$ cat config.mk
export PLATFORM = sky130hd
export DESIGN_NAME = phy_ctrl_bank
export DESIGN_NICKNAME = d
export VERILOG_FILES = /design/src/rtl/phy_ctrl_pkg.sv /design/src/rtl/pcb_addr_decode.sv /design/src/rtl/pcb_mask_reg.sv /design/src/rtl/phy_ctrl_bank.sv
export SDC_FILE = /design/constraint.sdc
export NUM_CORES = 1
export LEC_CHECK = 0
export BUFFER_PORTS_ARGS = -buffer_cell sky130_fd_sc_hd__buf_4
export CAP_MARGIN = 25
export CORE_UTILIZATION = 35
export CTS_BUF_LIST = sky130_fd_sc_hd__clkbuf_8 sky130_fd_sc_hd__clkbuf_16
export DETAILED_ROUTE_END_ITERATION = 8
export GPL_TIMING_DRIVEN = 0
export PLACE_DENSITY = 0.56
export SLEW_MARGIN = 5
export SYNTH_ARGS = -nofsm -noshare
export SYNTH_HDL_FRONTEND = slang
export SYNTH_SLANG_ARGS = --single-unit
$ cat constraint.sdc
create_clock -name clk -period 1.6 [get_ports clk]
set_input_delay 0.4 -clock clk [delete_from_list [all_inputs] [get_ports clk]]
set_output_delay 0.4 -clock clk [all_outputs]
set_load 0.05 [all_outputs]
$ cat src/rtl/phy_ctrl_pkg.sv
package phy_ctrl_pkg;
    localparam int STATUS_OFS = 32;   // byte offset 0x20
    // Field placement inside the power word
    localparam int PWR_REG    = 6;    // word index of offset 0x18
    localparam int PWR_BIT    = 0;
    localparam int DLL_BIT    = 1;
    localparam int DRV_LSB    = 4;
    localparam int DRV_W      = 3;
    // Field placement inside the timing word
    localparam int TAP_REG    = 0;    // word index of offset 0x00
    localparam int OTVAL_LSB  = 7;
    localparam int OTVAL_W    = 4;
    localparam int OTEN_BIT   = 11;
    localparam int BAND_LSB   = 12;
    localparam int BAND_W     = 2;
    // Status word
    localparam int CAL_BIT    = 6;
    localparam int LOCK_BIT   = 5;

    typedef enum logic [1:0] {
        ACC_NONE   = 2'd0,
        ACC_CTRL   = 2'd1,
        ACC_STATUS = 2'd2
    } acc_kind_e;
endpackage

$ cat src/rtl/pcb_addr_decode.sv
module pcb_addr_decode
    import phy_ctrl_pkg::*;
#(
    parameter int ADDR_W   = 6,
    parameter int NUM_CTRL = 7,
    parameter int IDX_W    = $clog2(NUM_CTRL)
) (
    input  logic [ADDR_W-1:0] addr,
    output acc_kind_e         kind,
    output logic [IDX_W-1:0]  idx
);
    localparam int WORD_W = ADDR_W - 2;
    localparam logic [WORD_W-1:0] CTRL_LIMIT = WORD_W'(NUM_CTRL);
    localparam logic [ADDR_W-1:0] STAT_ADDR  = ADDR_W'(STATUS_OFS);

    logic [WORD_W-1:0] word;
    logic              aligned;

    assign word    = addr[ADDR_W-1:2];
    assign aligned = (addr[1:0] == 2'b00);
    assign idx     = word[IDX_W-1:0];

    always_comb begin
        if (aligned && (word < CTRL_LIMIT)) begin
            kind = ACC_CTRL;
        end else if (addr == STAT_ADDR) begin
            kind = ACC_STATUS;
        end else begin
            kind = ACC_NONE;
        end
    end
endmodule

$ cat src/rtl/pcb_mask_reg.sv
module pcb_mask_reg #(
    parameter int HALF_W = 16
) (
    input  logic                  clk,
    input  logic                  rst_n,
    input  logic                  we,
    input  logic [2*HALF_W-1:0]   wdata,
    output logic [HALF_W-1:0]     q
);
    logic [HALF_W-1:0] bit_en;
    logic [HALF_W-1:0] bit_val;

    assign bit_en  = wdata[2*HALF_W-1:HALF_W];
    assign bit_val = wdata[HALF_W-1:0];

    always_ff @(posedge clk or negedge rst_n) begin
        if (!rst_n) begin
            q <= '0;
        end else if (we) begin
            q <= (q & ~bit_en) | (bit_val & bit_en);
        end
    end


    enabled_bits_taken_chk: assert property (@(posedge clk) disable iff (!rst_n)
        we |=> ((q ^ $past(bit_val)) & $past(bit_en)) == '0);


    masked_bits_kept_chk: assert property (@(posedge clk) disable iff (!rst_n)
        we |=> ((q ^ $past(q)) & ~$past(bit_en)) == '0);


    idle_hold_chk: assert property (@(posedge clk) disable iff (!rst_n)
        !we |=> $stable(q));
endmodule

$ cat src/rtl/phy_ctrl_bank.sv
module phy_ctrl_bank
    import phy_ctrl_pkg::*;
#(
    parameter int ADDR_W   = 6,
    parameter int NUM_CTRL = 7,
    parameter int WORD_W   = 32
) (
    input  logic              clk,
    input  logic              rst_n,
    input  logic              wr_en,
    input  logic              rd_en,
    input  logic [ADDR_W-1:0] addr,
    input  logic [WORD_W-1:0] wdata,
    output logic [WORD_W-1:0] rdata,
    input  logic              cal_done,
    input  logic              dll_ready,
    output logic              pwr_on,
    output logic              dll_en,
    output logic [DRV_W-1:0]  drive_sel,
    output logic [BAND_W-1:0] freq_band,
    output logic              otap_en,
    output logic [OTVAL_W-1:0] otap_val
);
    localparam int HALF_W = WORD_W / 2;
    localparam int IDX_W  = $clog2(NUM_CTRL);

    acc_kind_e          kind;
    logic [IDX_W-1:0]   idx;
    logic [HALF_W-1:0]  ctrl_q [NUM_CTRL];
    logic [WORD_W-1:0]  status_word;

    pcb_addr_decode #(
        .ADDR_W   (ADDR_W),
        .NUM_CTRL (NUM_CTRL),
        .IDX_W    (IDX_W)
    ) u_dec (
        .addr (addr),
        .kind (kind),
        .idx  (idx)
    );

    for (genvar i = 0; i < NUM_CTRL; i++) begin : g_reg
        logic we_i;
        assign we_i = wr_en && (kind == ACC_CTRL) && (idx == IDX_W'(i));
        pcb_mask_reg #(.HALF_W(HALF_W)) u_reg (
            .clk   (clk),
            .rst_n (rst_n),
            .we    (we_i),
            .wdata (wdata),
            .q     (ctrl_q[i])
        );
    end

    always_comb begin
        status_word           = '0;
        status_word[CAL_BIT]  = cal_done;
        status_word[LOCK_BIT] = dll_ready;
    end

    always_ff @(posedge clk or negedge rst_n) begin
        if (!rst_n) begin
            rdata <= '0;
        end else if (rd_en) begin
            unique case (kind)
                ACC_CTRL:   rdata <= {{HALF_W{1'b0}}, ctrl_q[idx]};
                ACC_STATUS: rdata <= status_word;
                ACC_NONE:   rdata <= '0;
                default:    rdata <= '0;
            endcase
        end
    end

    assign pwr_on    = ctrl_q[PWR_REG][PWR_BIT];
    assign dll_en    = ctrl_q[PWR_REG][DLL_BIT];
    assign drive_sel = ctrl_q[PWR_REG][DRV_LSB +: DRV_W];
    assign freq_band = ctrl_q[TAP_REG][BAND_LSB +: BAND_W];
    assign otap_en   = ctrl_q[TAP_REG][OTEN_BIT];
    assign otap_val  = ctrl_q[TAP_REG][OTVAL_LSB +: OTVAL_W];


    upper_half_zero_chk: assert property (@(posedge clk) disable iff (!rst_n)
        rdata[WORD_W-1:HALF_W] == '0);


    rdata_hold_chk: assert property (@(posedge clk) disable iff (!rst_n)
        !rd_en |=> $stable(rdata));


    status_bits_chk: assert property (@(posedge clk) disable iff (!rst_n)
        (rd_en && kind == ACC_STATUS) |=>
            (rdata[CAL_BIT] == $past(cal_done)) &&
            (rdata[LOCK_BIT] == $past(dll_ready)) &&
            ($countones(rdata) <= 2));


    undefined_read_chk: assert property (@(posedge clk) disable iff (!rst_n)
        (rd_en && kind == ACC_NONE) |=> rdata == '0);


    status_write_ignored_chk: assert property (@(posedge clk) disable iff (!rst_n)
        (wr_en && kind != ACC_CTRL) |=> $stable(pwr_on) && $stable(dll_en) &&
            $stable(drive_sel) && $stable(freq_band) && $stable(otap_val));
endmodule

==> summary.txt <==
Final layout
  • Area delta synth->final: 45.4%
  • Register Area: ~3200 um^2
  • Commonest non-fill, non-tap cell in the layout: dfrtp_1
  • Commonest non-fill, non-tap cells in the layout: dfrtp_1 (128), buf_4 (103), mux2_4 (56), mux2_2 (55), nor3_2 (49)
  • Antenna cells: 0
  • Final nets: 741
  • Multi-input logic area: between 4000 and 5000 um^2
  • Layout cells sized above 1: 0.628
  • Fillers: 1706
  • Post-route cell area: approximately 10000 um^2
  • Non-Filler Instances: 975

STA
  • Min cycle time layout: between 1500 and 2000 ps
  • Endpoints failing hold: 0
  • Worst-margin pin slew: 1070 ps
  • FMAX: ~600 MHz
  • Pins Over Slew Limit: 0
  • Final Skew: roughly 6.5 ps
  • Unrepaired setup endpoints after global routing: true
  • Slew headroom: 0.284
  • PnR worst setup slack: -61.0 ps
  • Fin crit share: 1.04
  • Setup-failing EPs final: 60

Power and ir drop
  • Logic pwr share: 0.168
  • Sw Share: 0.260
  • Seq pwr share: 0.367
  • Worst vdd ir: 797 uV
  • Clock share of power: 0.466
  • Pint: between 0.007 and 0.008 W
  • P_sw: approximately 0.0026 W
  • Leakage: around 4.6 nW
  • PwrDens: 979 nW/um^2

GRT
  • Total Routing Usage GR: 0.237
  • Initial antenna violation count: 0
  • First-pass GRT wire length: between 30000 and 40000 um
  • GRT overflow: 0
  • Number of global-route vias before repair: ~5500
  • Largest net degree at the start of global routing: just over 80

Synthesis
  • Synth Cell Area: 6930 um^2
  • Syn Inst Count: approximately 580
  • #FFs+latches synth: around 130
  • Cell variety after synth: 31
  • Avg Cell Area, Syn: between 10 and 15 um^2
  • Seq/Total Area, Yosys: 0.463
  • Yosys warns: 0

Worst setup path
  • Arrival time worst endpoint: between 1500 and 2000 ps
  • CP endpoint kind: register
  • Kind of critical path: input pin to register
  • Worst setup SP type: input pin
  • Required time worst endpoint: roughly 1900 ps
  • Crit path max fanout: 10
  • CP Launch Point: addr[0]
  • Register-to-Register Path Depth: 3

Die
  • # IOs: 88
  • Die H: around 140 um
  • Die ar.: about 20000 um^2
  • Initial core utilization: 0.357
  • Die W: 143 um
  • Core area: between 15000 and 20000 um^2
  • Number of core rows: about 50

CTS
  • Sink Count: ~130
  • Clock root buffer: clkbuf_16
  • Htree depth: 4
  • CTS buffer count: 17
  • Latest clock arrival within the worst-skew pair: 430 ps
  • CTS tree: done
  • Clock-pin slew on the worst setup and hold paths: about 60 ps
  • Max clock buf depth: 2

Detailed routing
  • Initial DRC count: between 300 and 400
  • First-pass iteration count of the detailed router: 5
  • Number of remaining DRC errors: 0
  • Detailed Route WL: between 20000 and 25000 um
  • Via density: approximately 5.4
  • Via count: approximately 5300
  • Antenna-violating nets left: 0
  • Wire per inst: 23.5 um

Hold path
  • Hold Crit Class: input pin to register
  • Worst Hold Launch: cal_done
  • Hold path depth: 3

Job
  • Max-cap violations: 0

Outcome
  • Failing checks: negative setup slack
  • Outcome: finished with violations

Placed design
  • Placed cell count: around 930
  • I/O Buffers: 70
  • GPL Wtd Cong: 0.775
  • Post-DP HPWL: 14500 um
  • Placed cell area: about 8600 um^2
-- synth_stat cells --
| cell type | number | area share |
|---|---|---|
| a22o_1 | 2 | 0.0025 |
| a311o_1 | 1 | 0.0014 |
| a32oi_1 | 2 | 0.0025 |
| and3b_1 | 1 | 0.0013 |
| buf_1 | 7 | 0.0038 |
| buf_2 | 14 | 0.010 |
| buf_4 | 27 | 0.029 |
| buf_6 | 5 | 0.0081 |
| clkbuf_1 | 17 | 0.0092 |
| conb_1 | 1 | 0.00054 |
| dfrtp_1 | 128 | 0.46 |
| inv_1 | 31 | 0.017 |
| mux2_1 | 37 | 0.060 |
| mux2_2 | 75 | 0.12 |
| mux2i_1 | 20 | 0.029 |
| mux4_2 | 14 | 0.046 |
| nand2_1 | 16 | 0.0087 |
| nand2b_1 | 18 | 0.016 |
| nand3_1 | 1 | 0.00072 |
| nor2_1 | 15 | 0.0081 |
| nor2b_1 | 1 | 0.00090 |
| nor3_1 | 67 | 0.048 |
| nor3_2 | 29 | 0.042 |
| nor4_1 | 1 | 0.00090 |
| nor4b_1 | 16 | 0.020 |
| o221a_2 | 16 | 0.026 |
| o31ai_1 | 2 | 0.0022 |
| o32ai_1 | 14 | 0.018 |
| or2_2 | 1 | 0.00090 |
| or3_1 | 1 | 0.00090 |
| or4b_1 | 1 | 0.0014 |
-- path summary, 6_finish.rpt --
path	to	slack, ps
max in group asynchronous	async pin	330
setup reg to reg	rdata[7]	350
hold / removal	rdata[6]	240
hold reg to reg	register	490
setup / recovery	register	-60
min in group asynchronous	async pin	500
-- final cells by class --
type / instances / area share
plain buffers: 68 / 0.0627
multi-input cells: 367 / 0.430
repair buffers: 84 / 0.0750
well taps: 265 / 0.0329
flip-flops and latches: 128 / 0.318
clock buffers: 22 / 0.0491
inverters: 31 / 0.0116
clock inverters: 10 / 0.0201
-- critical path, stage by stage --
cell and delay (ps):
buf_8 100, or4b_4 620, buf_4 260, nor3_2 240, mux2_2 360
-- stage by stage --
step,hold slack [ps],total power [W],setup WS [ps],utilization,TNS (ps)
final,240,0.00986,-61.0,0.519,-938
after global placement,462,0.00507,-1110,0.441,-139710
after global routing,244,0.0102,-77.2,0.519,-2400
after detailed placement,391,0.00512,-1060,0.442,-95630
after CTS,229,0.00982,-40.5,0.501,-329
after floorplan,104,0.00458,-325,-,-31610
-- routing by layer --
| metal | track usage | wire length (um) | vias to the layer above |
|---|---|---|---|
| li1 | - | - | 2319 |
| met3 | 0.0500 | 1290 | 44 |
| met1 | 0.310 | 9980 | 2701 |
| met5 | 0 | 0 | - |
| met2 | 0.377 | 10900 | 197 |
| met4 | 0.105 | 773 | 0 |
-- logic make-up after synthesis --
logic type,synth area share
DFF,0.463
and+or+nand+nor,0.151
other,0.000541
AOI/OAI and AO/OA,0.0524
buffers and inverters,0.0773
muxes,0.257
-- power by group through the flow --
stage                     sequential, W  combinational, W  clock, W
after floorplan                 0.00368          0.000907         0
after global placement          0.00365           0.00142         0
after detailed placement        0.00366           0.00145         0
after CTS                       0.00361           0.00157   0.00465
after global routing            0.00364           0.00175   0.00481
final                           0.00362           0.00165   0.00459
-- timing repair --
action / in CTS / in global routing
endpoints found under the setup margin: 126 / 82
hold endpoints to repair: 48 / 0
hold buffers: 1 / 0
resized for setup: 101 / 59
pin swaps: 16 / 18
buffers inserted: 3 / 5
cloned: 1 / 3
(Power assumes the default switching activity.)
